$ cat src/rtl/cbr_resolve.sv
module cbr_resolve #(
  parameter int XLEN = 32
) (
  input  logic            clk,
  input  logic            rst_n,
  input  logic            in_valid,
  input  logic [31:0]     in_insn,
  input  logic [XLEN-1:0] in_pc,
  input  logic [XLEN-1:0] in_rs_val,
  input  logic [XLEN-1:0] in_rt_val,
  output logic            out_valid,
  output logic            cb_is_compact,
  output logic [4:0]      cb_kind,
  output logic            cb_taken,
  output logic [XLEN-1:0] cb_target,
  output logic            cb_link,
  output logic            cb_rsvd_exc
);
  localparam int PAD16 = XLEN - 18;
  localparam int PAD21 = XLEN - 23;
  localparam int PAD26 = XLEN - 28;
  localparam int PADJ  = XLEN - 16;

  logic [5:0] op;
  logic [4:0] rs, rt;
  logic rs0, rt0, req;
  assign op  = in_insn[31:26];
  assign rs  = in_insn[25:21];
  assign rt  = in_insn[20:16];
  assign rs0 = (rs == 5'd0);
  assign rt0 = (rt == 5'd0);
  assign req = (rs == rt);

  logic [XLEN-1:0] pc4, off16, off21, off26, immj;
  assign pc4   = in_pc + XLEN'(4);
  assign off16 = {{PAD16{in_insn[15]}}, in_insn[15:0], 2'b00};
  assign off21 = {{PAD21{in_insn[20]}}, in_insn[20:0], 2'b00};
  assign off26 = {{PAD26{in_insn[25]}}, in_insn[25:0], 2'b00};
  assign immj  = {{PADJ{in_insn[15]}}, in_insn[15:0]};

  logic signed [XLEN-1:0] sa, sb;
  assign sa = in_rs_val;
  assign sb = in_rt_val;

  logic [31:0] sum32;
  logic ovf, b_zero, a_zero;
  assign sum32  = in_rs_val[31:0] + in_rt_val[31:0];
  assign ovf    = (sum32[31] != in_rs_val[31]) && (sum32[31] != in_rt_val[31]);
  assign b_zero = (in_rt_val == '0);
  assign a_zero = (in_rs_val == '0);

  logic            comp, cond, lnk, illegal, isbr;
  logic [2:0]      grp;
  logic [1:0]      form;
  logic [XLEN-1:0] tgt;

  always_comb begin
    comp = 1'b0; cond = 1'b0; lnk = 1'b0; illegal = 1'b0; isbr = 1'b0;
    grp = 3'd0; form = 2'd0; tgt = pc4 + off16;
    case (op)
      6'h06, 6'h07, 6'h16, 6'h17: begin
        isbr = 1'b1;
        if (rt0) begin
          illegal = op[4];
        end else begin
          comp = 1'b1;
          grp  = {1'b0, op[4], op[0]};
          if (rs0) begin
            form = 2'd1;
            cond = op[0] ? (sb > 0) : (sb <= 0);
            lnk  = ~op[4];
          end else if (req) begin
            form = 2'd2;
            cond = op[0] ? (sb < 0) : (sb >= 0);
            lnk  = ~op[4];
          end else begin
            form = 2'd3;
            if (op[4]) cond = op[0] ? (sa < sb) : (sa >= sb);
            else       cond = op[0] ? (in_rs_val < in_rt_val) : (in_rs_val >= in_rt_val);
          end
        end
      end
      6'h08, 6'h18: begin
        isbr = 1'b1;
        comp = 1'b1;
        grp  = op[4] ? 3'd5 : 3'd4;
        if (rs >= rt) begin
          form = 2'd2;
          cond = ovf ^ op[4];
        end else if (rs0) begin
          form = 2'd1;
          cond = b_zero ^ op[4];
          lnk  = 1'b1;
        end else begin
          form = 2'd3;
          cond = (in_rs_val == in_rt_val) ^ op[4];
        end
      end
      6'h32, 6'h3A: begin
        isbr = 1'b1;
        comp = 1'b1;
        grp  = 3'd6;
        form = {1'b0, op[3]};
        cond = 1'b1;
        lnk  = op[3];
        tgt  = pc4 + off26;
      end
      6'h36, 6'h3E: begin
        isbr = 1'b1;
        comp = 1'b1;
        grp  = 3'd7;
        if (!rs0) begin
          form = {1'b0, op[3]};
          cond = a_zero ^ op[3];
          tgt  = pc4 + off21;
        end else begin
          form = {1'b1, op[3]};
          cond = 1'b1;
          lnk  = op[3];
          tgt  = in_rt_val + immj;
        end
      end
      6'h01, 6'h02, 6'h03, 6'h04, 6'h05: isbr = 1'b1;
      6'h00: isbr = (in_insn[5:1] == 5'b00100);
      default: ;
    endcase
  end

  logic fslot, exc, keep;
  assign exc  = illegal | (fslot & isbr);
  assign keep = comp & ~exc;

  always_ff @(posedge clk) begin
    if (!rst_n) begin
      fslot         <= 1'b0;
      out_valid     <= 1'b0;
      cb_is_compact <= 1'b0;
      cb_kind       <= '0;
      cb_taken      <= 1'b0;
      cb_target     <= '0;
      cb_link       <= 1'b0;
      cb_rsvd_exc   <= 1'b0;
    end else begin
      out_valid <= in_valid;
      if (in_valid) begin
        fslot         <= keep;
        cb_is_compact <= keep;
        cb_kind       <= keep ? {grp, form} : 5'd0;
        cb_taken      <= keep & cond;
        cb_target     <= keep ? tgt : '0;
        cb_link       <= keep & lnk;
        cb_rsvd_exc   <= exc;
      end
    end
  end
endmodule

$ cat config.mk
export PLATFORM = sky130hd
export DESIGN_NAME = cbr_resolve
export DESIGN_NICKNAME = d
export VERILOG_FILES = /design/src/rtl/cbr_resolve.sv
export SDC_FILE = /design/constraint.sdc
export NUM_CORES = 1
export LEC_CHECK = 0
export BUFFER_PORTS_ARGS = -buffer_cell sky130_fd_sc_hd__buf_2
export CORE_UTILIZATION = 58
export CTS_CLUSTER_SIZE = 10
export DETAILED_ROUTE_END_ITERATION = 7
export PLACE_DENSITY = 0.85
export SETUP_SLACK_MARGIN = 0.2
export SYNTH_ARGS = -nofsm -noshare
export SYNTH_HDL_FRONTEND = slang
export SYNTH_SLANG_ARGS = --single-unit
$ cat constraint.sdc
create_clock -name clk -period 4.5 [get_ports clk]
set_input_delay 0.45 -clock clk [delete_from_list [all_inputs] [get_ports clk]]
set_output_delay 0.45 -clock clk [all_outputs]
set_load 0.02 [all_outputs]
**Word level (Yosys, flattened, before mapping)**

Cells that the tools add are included.

- Muxes and demuxes: 38
- Bitwise operators: 11
- Order comparisons: 9
- Reduce and logical (&&, ||, !) cells: 12
- Add/subtract/negate cells: 6
- Eq/ne operators: 20

Operators by type and width:

| cell | count |
|---|---|
| $add 32x32->32 | 5 |
| $ge 32x32->1 | 2 |
| $logic_not 32->1 | 2 |
| $lt 32x32->1 | 2 |
| $mux 32 | 2 |
| $pmux 32 s2 | 1 |
| $add 32x3->32 const B | 1 |
| $eq 32x32->1 | 1 |
| $ge 32x1->1 const B | 1 |
| $gt 32x1->1 const B | 1 |
| $le 32x1->1 const B | 1 |
| $lt 32x1->1 const B | 1 |
| $eq 6x3->1 const B | 4 |
| $eq 6x6->1 const B | 4 |
| $mux 1 | 22 |
| $eq 6x5->1 const B | 3 |
| $reduce_or 15->1 | 1 |
| $eq 6x2->1 const B | 2 |
| $mux 2 | 6 |
| $pmux 3 s4 | 1 |
| $logic_not 5->1 | 2 |
| $pmux 1 s4 | 2 |
| $pmux 2 s4 | 1 |
| $eq 6x1->1 const B | 1 |
| other kinds (16) | 27 |

- Bits in registers: 42
- Output and inout bits: 42
- Word-level logic and storage cells: 103
- Input bits: 131

**Depth between registers and ports, before layout**

- Depth after elaboration: 8
- Mapped depth: 17
- Mapped depth without buffers: 17

**Least setup slack after synthesis**

Ideal clock, no wire load.

- Kind: input to register
- Start: in in_insn[26]
- End: reg cb_target[30]
- Setup slack: 0.748 ns
- Data required time: 4.414 ns
- Data arrival time: 3.667 ns
- Path buffers: 1
- Cell stages on the path: 15
- Path through: buf_4 -> and3b_1 -> nand2_1 -> o21ai_1 -> nand2_1 -> ha_1 -> a21oi_1 -> o21ai_1 -> a311o_1 -> a21o_1 -> or3_1 -> o22ai_1 -> mux2i_1 -> a32oi_1 -> a211oi_1

- Word-level cells in the longest chain between the ends: 8
- Elaborated cells on any way between the ends: 30
- Those cells by class: eq/ne: 15; mux: 5; bitwise: 4; reduce/logical: 6

RTL lines:

| element | line | RTL |
|---|---|---|
| start: declaration | 7 | `input logic [31:0] in_insn,` |
| $eq 6x6->1, or another cell as far along | 60 | `case (op)` |
| $reduce_or 15->1 (no line) | -- |  |
| $pmux 1 s2 | 60 |  |
| $and 1x1->1 | 130 | `assign exc = illegal \| (fslot & isbr);` |
| $or 1x1->1 | 130 |  |
| $not 1->1 | 131 | `assign keep = comp & ~exc;` |
| $and 1x1->1 | 131 |  |
| $mux 32 * | 150 | `cb_target <= keep ? tgt : '0;` |
| end signal: assignment | 150 |  |
| end: declaration | 15 | `output logic [XLEN-1:0] cb_target,` |

Every way passes the cells marked *; elsewhere a longest branch is shown, timed or not.
A chain may end at the register's enable or synchronous reset.

**Worst setup path after layout**

- Start: in in_pc[2]
- End: reg cb_target[30]

- Word-level cells in the longest chain between the ends: 5
- Elaborated cells on any way between the ends: 7
- Those cells by class: add/sub: 4; mux: 3

RTL lines:

| element | line | RTL |
|---|---|---|
| start: declaration | 8 | `input logic [XLEN-1:0] in_pc,` |
| $add 32x3->32 * | 35 | `assign pc4 = in_pc + XLEN'(4);` |
| $add 32x32->32 | 115 | `tgt = pc4 + off21;` |
| $mux 32 | 112 | `if (!rs0) begin` |
| $pmux 32 s2 * | 60 |  |
| $mux 32 * | 150 |  |

Marks and branches as above.

==> summary.txt <==
Critical path
  • Crit path from: in_pc[2]
  • R2R Path End: cb_target[26]
  • Cells on worst reg2reg path: 6
  • Startpoint types: primary input
  • Crit path DAT: 4.14 ns
  • Critical R2R Launch: fslot
  • Crit Path Class: in -> reg
  • Worst setup path end: cb_target[30]
  • Worst EP required: 4.69 ns
  • FF-to-FF setup slack: 2.62 ns
  • Critical Path End Type: register
  • CP Max Fanout: 5

Clock network
  • H-tree lvl count: 2
  • Resized cells post-CTS: 0
  • CTS tree: yes
  • Bufs on Longest Clock Path: 2
  • Root buffer cell: clkbuf_16
  • CTS buffer count: 5
  • Post-CTS Setup Inserts: 0
  • CTS sink cnt: 42
  • Clk pin slew, worst setup/hold paths: 0.07 ns
  • Clock Latency Late Sink: 0.30 ns
  • Hold Buf Count CTS: 0

Power
  • Power consumption: 1910 µW
  • Peak VDD IR: 140 µV
  • Cell Pwr Density: 199 nW/µm²
  • Lkg Pwr: 0.00452 µW

Floorplan
  • Die ar.: 14800 µm²
  • # IOs: 173
  • Die Wd: 122 µm
  • Core ar.: 13900 µm²
  • Cell Rows: 43
  • Die height: 122 µm
  • Initial core utilization: 59.6%

Global route
  • First-pass GRT wire length: 44.2 mm
  • Total GRT Usage: 37.9%
  • Largest net degree at the start of global routing: 27
  • Overflow after GRT: 0
  • Vias in the first global route: 8798
  • Initial antenna violation count: 1

Drt
  • Drt wl/cell: 18.8 µm
  • Drt total wl: 28.5 mm
  • DRT antenna net count: 0
  • Total number of vias: 9794
  • DR iter-0 viols: 914
  • Vias per cell: 6.49
  • Drt pass-1 iters: 6
  • DRC Markers: 0

Placed design
  • Hpwl dp: 23.6 mm
  • Cells after DPL: 1501
  • Routability Congestion: 0.992
  • Pre-CTS setup slack: 0.225 ns
  • # port buffers: 172

Synth
  • Sequential area share after synthesis: 10.1%
  • Ys flop type: dfxtp_1
  • Seq cells post-synth: 42
  • Mapped Cells: 1163
  • Yosys warnings: 0
  • Mean Syn Cell Area: 7.14 µm²
  • EDFF count, synth: 0
  • Cell area after synthesis: 8310 µm²
  • Syn Nets: 1438
  • FFs w/ async S/R, synth: 0%
  • Yosys cell types: 80

STA
  • Worst setup margin: 0.546 ns
  • # setup viols final: 0
  • Unrepaired setup endpoints after global routing: false
  • Fmax: 0.253 GHz
  • Final Skew: 0.00394 ns
  • Setup TNS Final: 0 ns
  • Relative slew slack: 31.2%
  • Worst-Margin Slew: 1.03 ns
  • Final hold viol count: 0
  • Max-slew violations: 0
  • Share of the clock period used by the worst path: 87.9%
  • Final Critical Period: 3.95 ns

Flow run
  • Max-Cap Viols: 0

Final layout
  • Layout area overhead: 15.2%
  • Cell Count, Final, Fillers Out: 1510
  • Commonest non-fill, non-tap cell in the layout: buf_2
  • Share of cells above drive strength 1: 16.4%
  • Final nets: 1603
  • Most frequent cells in the layout: 172 x buf_2, 142 x ha_1, 120 x nand2_1, 110 x a21oi_1, 108 x nor2_1
  • Final Core Density: 68.7%

Status
  • Outcome: complete, no violations

Min path
  • HP Class: reg -> reg
how the worst min path moves through the flow:
stage | cells past startpoint | startpoint | end | slack, ns
after floorplan | 2 | cb_target[29] | cb_target[29] | 0.53
after global placement | 2 | cb_target[18] | cb_target[18] | 0.44
after detailed placement | 2 | cb_target[29] | cb_target[29] | 0.45
after CTS | 2 | cb_target[29] | cb_target[29] | 0.46
after global routing | 3 | rst_n | cb_taken | 0.48
final | 2 | cb_target[29] | cb_target[29] | 0.46
synth_stat cells (10+ instances only):
cell	number	area, µm²
nand2_1	120	450
a21o_1	30	225
ha_1	142	1780
o21ai_0	63	315
xor2_1	31	272
o21a_1	10	75.1
nand4_1	24	150
dfxtp_1	42	841
nor2b_1	13	81.3
and3_1	17	106
nor2_1	109	409
nand3_1	31	155
inv_1	70	263
clkbuf_1	19	71.3
o211ai_1	12	90.1
and2_1	12	75.1
a21oi_1	110	551
nor4_1	27	169
a31oi_1	15	93.8
a211oi_1	16	120
nor3_1	21	105
xnor2_1	53	464
registers in the layout (all words and copies together), names as in the netlist:
register	cells
cb_target	32
cb_kind	5
cb_link	1
cb_taken	1
cb_rsvd_exc	1
out_valid	1
fslot	1
metrics by stage:
step                      area (µm²)  hold WS [ns]
after detailed placement        9370         0.448
after floorplan                 8310         0.528
after global routing            9570         0.476
after CTS                       9560         0.457
final                           9570         0.457
after global placement          9370         0.440
critical path, stage by stage:
cell	delay (ns)
buf_2	0.12
ha_1	0.21
nand3_1	0.17
nor2_2	0.35
and3_1	0.30
nand2_1	0.09
xnor2_1	0.15
ha_1	0.23
a2111oi_2	0.44
o2111ai_1	0.17
nand3_1	0.14
nand3_2	0.15
a2111o_1	0.48
a31o_2	0.25
a21oi_1	0.18
mux2i_1	0.21
a211oi_1	0.05
final cells by class:
class | instances | area (µm²)
Sequential cell | 42 | 841
Inverter | 72 | 270
Antenna cell | 1 | 2.50
Clock buffer | 5 | 125
Fill cell | 1262 | 4370
Clock inverter | 3 | 68.8
Tap cell | 180 | 225
Timing Repair Buffer | 183 | 943
Multi-Input combinational cell | 1024 | 7090
layer usage:
metal	GRT usage (%)	routed length [µm]	up-vias
met4	16.4	1180	0
met3	3.60	2170	84
li1	-	-	4642
met2	63.2	13100	555
met5	0	0	-
met1	49.6	12000	4513
cell families (layout without fill, tap and decap cells):
logic type	after synthesis	in the layout	share of synthesized area (%)
muxes	9	9	1.10
buffers and inverters	97	263	4.50
other	0	1	0
xor gates and xnor gates	84	84	8.86
DFF	42	42	10.1
adders and majority gates	144	144	21.9
AOI/OAI and AO/OA	357	357	28.1
and+or+nand+nor	430	430	25.5
power breakdown:
part	internal, µW	total [µW]	switching, µW
registers	382	388	6.58
logic	416	1030	615
clock network	319	490	171
total	1120	1910	792
Note: power is estimated with default switching activity, not from simulation.
